===== src/rtl/otpRdPkg.sv =====
package otpRdPkg;

  localparam logic [31:0] CMD_READ = 32'h23B1E361;
  localparam logic [31:0] CMD_PROG = 32'h23B1E364;

  localparam int OFF_CMD    = 'h000;
  localparam int OFF_ADDR   = 'h010;
  localparam int OFF_STATUS = 'h014;
  localparam int OFF_CAP0   = 'h020;
  localparam int OFF_CAP1   = 'h024;
  localparam int OFF_REGION = 'h040;

  typedef struct packed {
    logic latchBase;   // capture the address register as fetch base
    logic rdEn;        // issue an array read this cycle
    logic selNext;     // address base+1 instead of base
    logic stash0;      // hold first word of a pair
    logic commitOne;   // single-word commit
    logic commitTwo;   // two-word commit
  } ctrlStrobes_t;

  typedef enum logic [1:0] {
    ST_IDLE,
    ST_FETCH0,
    ST_FETCH1,
    ST_FETCH2
  } ctrlState_t;

endpackage


===== src/rtl/otpRdControl.sv =====
module otpRdControl
  import otpRdPkg::*;
(
  input  logic         clk,
  input  logic         rstN,
  input  logic         cmdWr,
  input  logic [31:0]  cmdVal,
  input  logic         addrInRange,
  input  logic         addrIsData,
  input  logic         otpRdErr,
  output ctrlStrobes_t strobes,
  output logic         busy,
  output logic         done,
  output logic         err,
  output logic         progFlag
);

  ctrlState_t state;
  logic       twoWord;
  logic       isRead;
  logic       isProg;

  assign isRead = (cmdVal == CMD_READ);
  assign isProg = (cmdVal == CMD_PROG);
  assign busy   = (state != ST_IDLE);

  always_ff @(posedge clk or negedge rstN) begin
    if (!rstN) begin
      state    <= ST_IDLE;
      twoWord  <= 1'b0;
      done     <= 1'b0;
      err      <= 1'b0;
      progFlag <= 1'b0;
    end else begin
      case (state)
        ST_IDLE: begin
          if (cmdWr) begin
            if (isRead) begin
              done     <= 1'b0;
              progFlag <= 1'b0;
              if (addrInRange) begin
                err     <= 1'b0;
                twoWord <= addrIsData;
                state   <= ST_FETCH0;
              end else begin
                err <= 1'b1;
              end
            end else if (isProg) begin
              done     <= 1'b0;
              err      <= 1'b0;
              progFlag <= 1'b1;
            end else begin
              err <= 1'b1;
            end
          end
        end
        ST_FETCH0: state <= ST_FETCH1;
        ST_FETCH1: begin
          if (otpRdErr) begin
            err   <= 1'b1;
            state <= ST_IDLE;
          end else if (twoWord) begin
            state <= ST_FETCH2;
          end else begin
            done  <= 1'b1;
            state <= ST_IDLE;
          end
        end
        ST_FETCH2: begin
          if (otpRdErr) err <= 1'b1;
          else          done <= 1'b1;
          state <= ST_IDLE;
        end
        default: state <= ST_IDLE;
      endcase
    end
  end

  always_comb begin
    strobes           = '0;
    strobes.latchBase = (state == ST_IDLE) && cmdWr && isRead && addrInRange;
    strobes.rdEn      = (state == ST_FETCH0) ||
                        ((state == ST_FETCH1) && twoWord && !otpRdErr);
    strobes.selNext   = (state == ST_FETCH1);
    strobes.stash0    = (state == ST_FETCH1) && twoWord && !otpRdErr;
    strobes.commitOne = (state == ST_FETCH1) && !twoWord && !otpRdErr;
    strobes.commitTwo = (state == ST_FETCH2) && !otpRdErr;
  end

endmodule


===== src/rtl/otpRdDatapath.sv =====
module otpRdDatapath
  import otpRdPkg::*;
#(
  parameter int TOTAL_WORDS = 4096,
  parameter int DATA_WORDS  = 2048,
  localparam int WORD_AW    = $clog2(TOTAL_WORDS),
  localparam int BYTE_AW    = WORD_AW + 2
)(
  input  logic               clk,
  input  logic               rstN,
  input  logic               addrWr,
  input  logic [31:0]        wrData,
  input  ctrlStrobes_t       strobes,
  input  logic [31:0]        otpRdData,
  output logic [31:0]        addrReg,
  output logic               addrInRange,
  output logic               addrIsData,
  output logic [BYTE_AW-1:0] otpByteAddr,
  output logic [31:0]        cap0,
  output logic [31:0]        cap1,
  output logic [31:0]        regionWord
);

  logic [WORD_AW-1:0] baseAddr;
  logic [WORD_AW-1:0] wordSel;
  logic [31:0]        stashWord;
  logic               regionIsData;
  logic [1:0]         regionCount;

  assign addrInRange = (addrReg < 32'(TOTAL_WORDS));
  assign addrIsData  = (addrReg < 32'(DATA_WORDS));
  assign wordSel     = baseAddr + WORD_AW'(strobes.selNext);
  assign otpByteAddr = {wordSel, 2'b00};
  assign regionWord  = {29'd0, regionCount, regionIsData};

  always_ff @(posedge clk or negedge rstN) begin
    if (!rstN) addrReg <= '0;
    else if (addrWr) addrReg <= wrData;
  end

  always_ff @(posedge clk or negedge rstN) begin
    if (!rstN) begin
      baseAddr  <= '0;
      stashWord <= '0;
    end else begin
      if (strobes.latchBase) baseAddr  <= addrReg[WORD_AW-1:0];
      if (strobes.stash0)    stashWord <= otpRdData;
    end
  end

  always_ff @(posedge clk or negedge rstN) begin
    if (!rstN) begin
      cap0 <= '0;
      cap1 <= '0;
    end else if (strobes.commitOne) begin
      cap0 <= otpRdData;
      cap1 <= '0;
    end else if (strobes.commitTwo) begin
      cap0 <= stashWord;
      cap1 <= otpRdData;
    end
  end

  always_ff @(posedge clk or negedge rstN) begin
    if (!rstN) begin
      regionIsData <= 1'b0;
      regionCount  <= 2'd0;
    end else if (strobes.latchBase) begin
      regionIsData <= addrIsData;
      regionCount  <= 2'd0;
    end else if (strobes.commitOne) begin
      regionCount  <= 2'd1;
    end else if (strobes.commitTwo) begin
      regionCount  <= 2'd2;
    end
  end

endmodule


===== src/rtl/otpReadCtrl.sv =====
module otpReadCtrl
  import otpRdPkg::*;
#(
  parameter int TOTAL_WORDS = 4096,
  parameter int DATA_WORDS  = 2048,
  parameter int REG_AW      = 8,
  localparam int WORD_AW    = $clog2(TOTAL_WORDS),
  localparam int BYTE_AW    = WORD_AW + 2
)(
  input  logic               clk,
  input  logic               rstN,
  input  logic               regWrEn,
  input  logic [REG_AW-1:0]  regAddr,
  input  logic [31:0]        regWrData,
  output logic [31:0]        regRdData,
  output logic               otpRdEn,
  output logic [BYTE_AW-1:0] otpByteAddr,
  input  logic [31:0]        otpRdData,
  input  logic               otpRdErr
);

  ctrlStrobes_t strobes;
  logic         cmdWr;
  logic         addrWr;
  logic         addrInRange;
  logic         addrIsData;
  logic         busy;
  logic         done;
  logic         err;
  logic         progFlag;
  logic [31:0]  addrReg;
  logic [31:0]  cap0;
  logic [31:0]  cap1;
  logic [31:0]  regionWord;
  logic [31:0]  statusWord;

  assign cmdWr      = regWrEn && (regAddr == REG_AW'(OFF_CMD));
  assign addrWr     = regWrEn && (regAddr == REG_AW'(OFF_ADDR));
  assign otpRdEn    = strobes.rdEn;
  assign statusWord = {28'd0, progFlag, err, done, busy};

  otpRdControl uCtrl (
    .clk        (clk),
    .rstN       (rstN),
    .cmdWr      (cmdWr),
    .cmdVal     (regWrData),
    .addrInRange(addrInRange),
    .addrIsData (addrIsData),
    .otpRdErr   (otpRdErr),
    .strobes    (strobes),
    .busy       (busy),
    .done       (done),
    .err        (err),
    .progFlag   (progFlag)
  );

  otpRdDatapath #(
    .TOTAL_WORDS(TOTAL_WORDS),
    .DATA_WORDS (DATA_WORDS)
  ) uPath (
    .clk        (clk),
    .rstN       (rstN),
    .addrWr     (addrWr),
    .wrData     (regWrData),
    .strobes    (strobes),
    .otpRdData  (otpRdData),
    .addrReg    (addrReg),
    .addrInRange(addrInRange),
    .addrIsData (addrIsData),
    .otpByteAddr(otpByteAddr),
    .cap0       (cap0),
    .cap1       (cap1),
    .regionWord (regionWord)
  );

  always_comb begin
    case (regAddr)
      REG_AW'(OFF_ADDR):   regRdData = addrReg;
      REG_AW'(OFF_STATUS): regRdData = statusWord;
      REG_AW'(OFF_CAP0):   regRdData = cap0;
      REG_AW'(OFF_CAP1):   regRdData = cap1;
      REG_AW'(OFF_REGION): regRdData = regionWord;
      default:             regRdData = '0;
    endcase
  end

endmodule


===== config.mk =====
export PLATFORM = sky130hd
export DESIGN_NAME = otpReadCtrl
export DESIGN_NICKNAME = d
export VERILOG_FILES = /design/src/rtl/otpRdPkg.sv /design/src/rtl/otpRdControl.sv /design/src/rtl/otpRdDatapath.sv /design/src/rtl/otpReadCtrl.sv
export SDC_FILE = /design/constraint.sdc
export NUM_CORES = 1
export LEC_CHECK = 0
export CORE_ASPECT_RATIO = 0.6
export CORE_MARGIN = 2
export CORE_UTILIZATION = 47
export DETAILED_ROUTE_END_ITERATION = 7
export PLACE_DENSITY = 0.72
export SLEW_MARGIN = 20
export SYNTH_ARGS = -nofsm -noshare
export SYNTH_HDL_FRONTEND = slang
export SYNTH_HIERARCHICAL = 1
export SYNTH_SLANG_ARGS = --single-unit

===== constraint.sdc =====
create_clock -name clk -period 3.1 [get_ports clk]
set_input_delay 0.62 -clock clk [delete_from_list [all_inputs] [get_ports clk]]
set_output_delay 0.62 -clock clk [all_outputs]
set_load 0.01 [all_outputs]

# After elaboration in Yosys (flattened, before gate mapping)
# Cells that the tools add are included.
# totals
elab_cells	89
reg_bits	149
# classes
reduce_logical	27
n_addsub	1
muxes	29
eq_ne	18
n_lt_le_gt_ge	2
# ops
operator	count
32-bit case mux with 5 select lines	1
32-bit two-way mux	4
32-bit by 30-bit equality test with 1-bit output (second input constant)	2
32-bit by 12-bit < comparator with 1-bit output (second input constant)	1
32-bit by 13-bit < comparator with 1-bit output (second input constant)	1
8-bit by 5-bit equality test with 1-bit output (second input constant)	2
8-bit by 6-bit equality test with 1-bit output (second input constant)	2
2-bit two-way mux	8
1-bit two-way mux	13
12-bit by 1-bit adder with 12-bit output	1
1-bit logical AND	10
3-bit AND reduction	3
8-bit by 7-bit equality test with 1-bit output (second input constant)	1
8-bit zero test	1
2-bit by 1-bit != test with 1-bit output (second input constant)	4
2-bit case mux with 4 select lines	1
2-bit nonzero test	4
2-bit != test (second input constant)	3
6-bit AND reduction	1
3-bit nonzero test	2
2-bit equality test (second input constant)	2
4-bit AND reduction	1
3-bit by 1-bit != test with 1-bit output (second input constant)	1
1-bit case mux with 3 select lines	1
6 further kinds	7

# Longest topological paths before layout
# Gate-level depths: netlist of run 1.
# depth
word_depth	6
mapped_depth	8
depth_no_buf	7

# Cells and area by module
# The synthesis of run 1 kept the hierarchy.
# by_module_without_submodules
mod	area_each_um2	cells_each	instances
otpRdDatapath	6145.9	482	1
otpReadCtrl	884.6	127	1
otpRdControl	465.4	45	1

# Worst setup path after synthesis of run 1
# No wires, ideal clock.
# synth_timing
path_type	in2reg
from	in regAddr[1]
to	reg uPath.baseAddr[10]
path_buffers	2
t_required_ns	2.975
t_arrival_ns	2.734
setup_ns	0.125
stages	8
setup_slack_ns	0.241
cell_sequence	nor4_1 and3_1 and4bb_1 nand3_2 nor4_4 clkbuf_1 buf_2 mux2_2
# synth_lines
element	line_no	text
start, declared	otpReadCtrl.sv:13	input logic [REG_AW-1:0] regAddr,
end signal, assigned	otpRdDatapath.sv:46	if (strobes.latchBase) baseAddr <= addrReg[WORD_AW-1:0];
end, declared	otpRdDatapath.sv:24	logic [WORD_AW-1:0] baseAddr;

# Worst setup path after layout of run 1
# layout_timing
from	in regAddr[1]
to	out regRdData[1]
# layout_between
elab_chain_cells	2
word_cells_on_any_way	6
cone_classes	eq/ne (5); mux (1)
# layout_lines
element	line_no	text
8-bit by 7-bit equality test with 1-bit output (tied with other cells)	otpReadCtrl.sv:77	case (regAddr)
32-bit case mux with 5 select lines (*)	otpReadCtrl.sv:77	
end, declared	otpReadCtrl.sv:15	output logic [31:0] regRdData,
# Every way passes the cells marked *; elsewhere a longest branch is shown, timed or not.

==> results.json, run 1 <==
{
  "hold_buffers": 0,
  "seqCellArea_mm2": 0.00373,
  "final_common_cell": "dfrtp_1",
  "status": "finished clean",
  "synthTopCellsByArea": "dfrtp_1, mux2_2, mux2i_1, a22oi_1, buf_4",
  "cts_buffer_depth": 2,
  "wl_per_cell_um": 20.9,
  "cts_tree": "built",
  "start_util_pct": 48.5,
  "syn_area_mm2": 0.00750,
  "r2r_cells": 7,
  "cp-start-kind": "input port",
  "dieArea_mm2": 0.0170,
  "ys_types": 50,
  "grt_setup_unrepaired": "false",
  "cts.sinks": 149,
  "p_leak_nw": 4.43,
  "period_minus_slack_ns": 3.05,
  "areaGrowthSynthToFinish_pct": 29.2,
  "syn_inst": 654,
  "r2r_start": "uPath/addrReg[16]",
  "drt_iter0_markers": 558,
  "cts_root_buf": "clkbuf_16",
  "finalSetupViolCount": 0,
  "synth_ff_type": "dfrtp_1",
  "clk_pin_slew_worst_paths_ns": 0.06,
  "hold_viol": 0,
  "maxCapViolations": 0,
  "row_count": 35,
  "fillers": 1209,
  "slew_headroom_pct": 63.0,
  "synth_top_cell_by_area": "dfrtp_1",
  "placed_cells": 966,
  "clk_latency_ns": 0.42,
  "fin_nets": 869,
  "coreArea_mm2": 0.0155,
  "ys_async_sr_fraction_pct": 100,
  "synth_edf_count": 0,
  "grt_overflow_total": 0,
  "postRouteAntennaNets": 0,
  "slew_violations": 0,
  "io_pins": 123,
  "crit_path_end_kind": "output port",
  "syn_area_per_cell_um2": 11.5,
  "tightest_slew_ns": 0.555,
  "antenna_found_initial": 0,
  "worstPathRequired_ns": 2.48,
  "yosys.area.top_type_share_pct": 49.7,
  "grt_pass1_vias": 5854,
  "path_cells": "clkdlybuf4s50_1, or4_4, nor4_4, buf_4, a21o_1, clkdlybuf4s15_1",
  "track_usage_pct": 25.5,
  "dpl.hpwl_mm": 14.4,
  "num_vias": 5752,
  "htree_levels": 4,
  "place.gp.congestion": 0.834,
  "dpl_worst_slack_ns": -0.388,
  "cp_max_fo": 5,
  "io_buffers": 120,
  "cpPeakStageDelay_ns": 0.59,
  "irDropWorstVdd_v": 0.000273,
  "finalPower_mw": 4.50,
  "final_cells": 1006,
  "ys_warn_count": 6,
  "drc": 0,
  "grt_max_degree": 64,
  "drive_gt1_share_pct": 22.3,
  "finalCritPeriodShare_pct": 98.3,
  "die_y_um": 102,
  "yosysSeqAreaShare_pct": 49.7,
  "fin_ws_ns": 0.0536,
  "multi_input_area_mm2": 0.00344,
  "numCtsBuffers": 17,
  "powerDensity_mw_per_mm2": 464,
  "cp.arrival_ns": 2.43,
  "ys_ff_latch": 149,
  "final_cell_mix": "dfrtp_1, clkdlybuf4s50_1, mux2_2",
  "crit_start": "regAddr[1]",
  "grt_pass1_wl_mm": 33.0,
  "hp-class": "in -> async",
  "antenna_cells": 0,
  "routed_wl_mm": 21.0,
  "cp_slowest_cell": "or4_4",
  "fmax_mhz": 328,
  "drt_first_pass_iters": 5,
  "finClkSkew_ns": 0.00679,
  "via_per_inst": 5.72,
  "die_x_um": 167,
  "critical_path_class": "in -> out"
}
==> state kept, by name, indices dropped and copies added, names as in the netlist <==
register            count
uCtrl/twoWord           1
uCtrl/state             2
uCtrl/err               1
uPath/addrReg          32
uPath/regionCount       2
uPath/baseAddr         12
uPath/cap0             32
uCtrl/progFlag          1
uPath/regionIsData      1
uPath/cap1             32
uCtrl/done              1
uPath/stashWord        32
==> routing by layer <==
layer | GRT usage, % | wire length (um)
met4 | 6.96 | 176
met1 | 35.8 | 9480
met5 | 0 | 0
met2 | 39.8 | 9420
met3 | 6.82 | 1900
==> power by group <==
group | leakage, nW | total [mW] | internal [mW] | switching (mW)
sequential | 2.04 | 2.02 | 1.99 | 0.0347
clock | 0.300 | 2.15 | 1.34 | 0.807
combinational | 2.10 | 0.326 | 0.159 | 0.167
total | 4.43 | 4.50 | 3.49 | 1.01
==> cell families after synthesis <==
kind of cell,synth area share [%]
adders and majority gates,0.334
and+or+nand+nor,9.70
muxes,20.3
DFF,49.7
xor gates and xnor gates,1.29
buffers and inverters,6.56
other,0.0500
AOI/OAI and AO/OA,12.0
==> synth_stat cells (4+ instances only) <==
cell / count
o21ai_1: 12
and3_1: 7
xnor2_1: 6
mux2_2: 72
mux2i_1: 64
nand3_1: 4
clkbuf_1: 23
nand4_1: 4
nand2_1: 37
o21ai_0: 51
dfrtp_1: 149
nor2_1: 40
xor2_1: 5
mux2_1: 5
buf_4: 39
buf_2: 12
a22oi_1: 63
inv_1: 5
nor4_1: 8
==> critical path, delay by kind of cell <==
kind,cells,cell delay [ns]
AOI/OAI and AO/OA,1,0.12
buffers and inverters,3,0.85
and+or+nand+nor,2,0.83
==> what timing repair did <==
action,CTS,global route
hold endpoints to repair,0,0
pin swaps,5,0
endpoints found under the setup margin,37,6
gates cloned,1,0
gates resized for setup,64,6
buffers inserted,7,1
==> path summary, 6_finish.rpt <==
kind / to / slack [ns]
setup / recovery: regRdData[1] / 0.05
hold / removal: uPath/cap1[12] / 0.18
setup reg to reg: uPath/baseAddr[0] / 0.44
hold reg to reg: uPath/stashWord[2] / 0.51
max in group asynchronous: uPath/stashWord[23] / 2.06
min in group clk: uPath/stashWord[2] / 0.51
==> final cells by class <==
class	count	share of cell area (%)
Clock buffer	18	4.43
Inverter	5	0.194
Sequential cell	149	38.5
Clock inverter	13	1.89
Multi-Input combinational cell	453	35.5
Tap cell	203	2.62
Timing Repair Buffer	165	16.9
==> per-stage QoR <==
step / hold slack [ns] / utilization (%) / area, um^2 / TNS (ns)
global route: 0.207 / 62.7 / 9690 / 0
finish: 0.177 / 62.7 / 9690 / 0
detailed placement: 0.493 / 58.0 / 8960 / -11.69
floorplan: 0.324 / - / 7610 / 0
CTS: 0.186 / 62.5 / 9660 / 0
global placement: 0.470 / 58.0 / 8960 / -9.66
Power figures use the tool's default switching activity.
==> run 2, diff against run 1 <==
--- a/config.mk
+++ b/config.mk
@@ -5,6 +5,7 @@
 export SDC_FILE = /design/constraint.sdc
 export NUM_CORES = 1
 export LEC_CHECK = 0
+export CAP_MARGIN = 20
 export CORE_ASPECT_RATIO = 0.6
 export CORE_MARGIN = 2
 export CORE_UTILIZATION = 47
==> constraint.sdc (replaced) <==
create_clock -name clk -period 3.1 [get_ports clk]
set_input_delay 0.62 -clock clk [delete_from_list [all_inputs] [get_ports clk]]
set_output_delay 0.62 -clock clk [all_outputs]
set_load 0.1 [all_outputs]
==> results.json, run 2 (synthesis results as in run 1) <==
{
  "drc": 0,
  "r2r_cells": 7,
  "dpl_worst_slack_ns": -0.112,
  "grt_pass1_vias": 5978,
  "place.gp.congestion": 0.873,
  "critical_path_class": "in -> out",
  "htree_levels": 4,
  "final_cell_mix": "dfrtp_1, mux2_2, clkdlybuf4s50_1",
  "cts.sinks": 149,
  "tightest_slew_ns": 0.799,
  "io_pins": 123,
  "via_per_inst": 5.73,
  "wl_per_cell_um": 20.6,
  "slew_violations": 0,
  "finalCritPeriodShare_pct": 97.2,
  "die_y_um": 102,
  "fin_nets": 858,
  "cts_buffer_depth": 2,
  "multi_input_area_mm2": 0.00357,
  "routed_wl_mm": 20.6,
  "clk_pin_slew_worst_paths_ns": 0.07,
  "status": "finished clean",
  "grt_overflow_total": 0,
  "track_usage_pct": 25.0,
  "period_minus_slack_ns": 3.01,
  "numCtsBuffers": 17,
  "p_leak_nw": 4.46,
  "fillers": 1163,
  "maxCapViolations": 0,
  "fmax_mhz": 332,
  "start_util_pct": 48.5,
  "antenna_found_initial": 1,
  "die_x_um": 167,
  "cts_tree": "built",
  "cp_max_fo": 5,
  "crit_path_end_kind": "output port",
  "coreArea_mm2": 0.0155,
  "antenna_cells": 0,
  "dieArea_mm2": 0.0170,
  "cp-start-kind": "input port",
  "final_common_cell": "dfrtp_1",
  "finalSetupViolCount": 0,
  "postRouteAntennaNets": 0,
  "hp-class": "in -> async",
  "grt_max_degree": 85,
  "slew_headroom_pct": 46.7,
  "finClkSkew_ns": 0.0107,
  "irDropWorstVdd_v": 0.000362,
  "dpl.hpwl_mm": 14.1,
  "seqCellArea_mm2": 0.00373,
  "drive_gt1_share_pct": 30.0,
  "num_vias": 5711,
  "areaGrowthSynthToFinish_pct": 35.3,
  "hold_viol": 0,
  "worstPathRequired_ns": 2.48,
  "grt_pass1_wl_mm": 32.6,
  "hold_ws_ns": 0.222,
  "grt_setup_unrepaired": "false",
  "powerDensity_mw_per_mm2": 445,
  "drt_iter0_markers": 418,
  "fin_ws_ns": 0.0877,
  "cts_root_buf": "clkbuf_16",
  "hold_buffers": 0,
  "cp.arrival_ns": 2.39,
  "drt_first_pass_iters": 5,
  "clk_latency_ns": 0.42,
  "row_count": 35,
  "io_buffers": 120
}
==> run 2: metal layers <==
metal	vias up	routed length [um]	global-route usage, %
li1	2566	-	-
met1	2900	9240	34.5
met2	213	9530	39.5
met3	32	1300	5.50
met4	0	491	9.48
met5	-	0	0
==> run 2: worst max-delay path, stage by stage <==
cell,delay [ns]
clkdlybuf4s50_1,0.45
or4_4,0.49
nor4_4,0.38
a22oi_1,0.16
o21ai_2,0.10
buf_12,0.19
==> run 2: stage by stage <==
stage	area, um^2	power [mW]	std cells	TNS [ns]	utilization [%]
2_1_floorplan	7720	2.19	684	-7.56	-
3_3_place_gp	9430	2.38	962	-0.507	61.0
3_5_place_dp	9430	2.39	962	-0.883	61.0
4_1_cts	10100	4.53	994	0	65.2
5_1_grt	10100	4.64	996	0	65.6
6_report	10100	4.51	996	0	65.6
==> run 2: repair_timing <==
action                                  4_1_cts  5_1_grt
endpoints found under the setup margin       28       19
pin swaps                                     1        4
gates resized for setup                      15       13
setup buffers                                 0        2
==> run 2: power by group <==
group	total (mW)	internal [mW]	switching (mW)
sequential	2.02	1.99	0.0346
combinational	0.333	0.153	0.180
clock	2.16	1.30	0.856
total	4.51	3.44	1.07
==> run 2: cell type report <==
class,count,area share (%)
flip-flops and latches,149,36.8
multi-input cells,453,35.2
inverters,5,0.185
clock inverters,13,1.69
repair buffers,154,19.2
well taps,203,2.51
clock buffers,19,4.37
==> run 2: final timing paths <==
kind | slack (ns) | from | endpoint
max | 0.09 | regAddr[2] | regRdData[0]
min | 0.22 | rstN | uPath/cap1[13]
max reg2reg | 0.52 | uPath/addrReg[16] | uPath/baseAddr[7]
min reg2reg | 0.50 | uPath/stashWord[9] | uPath/stashWord[9]
max in group asynchronous | 2.01 | rstN | uPath/cap1[25]
min in group clk | 0.50 | uPath/stashWord[9] | uPath/stashWord[9]
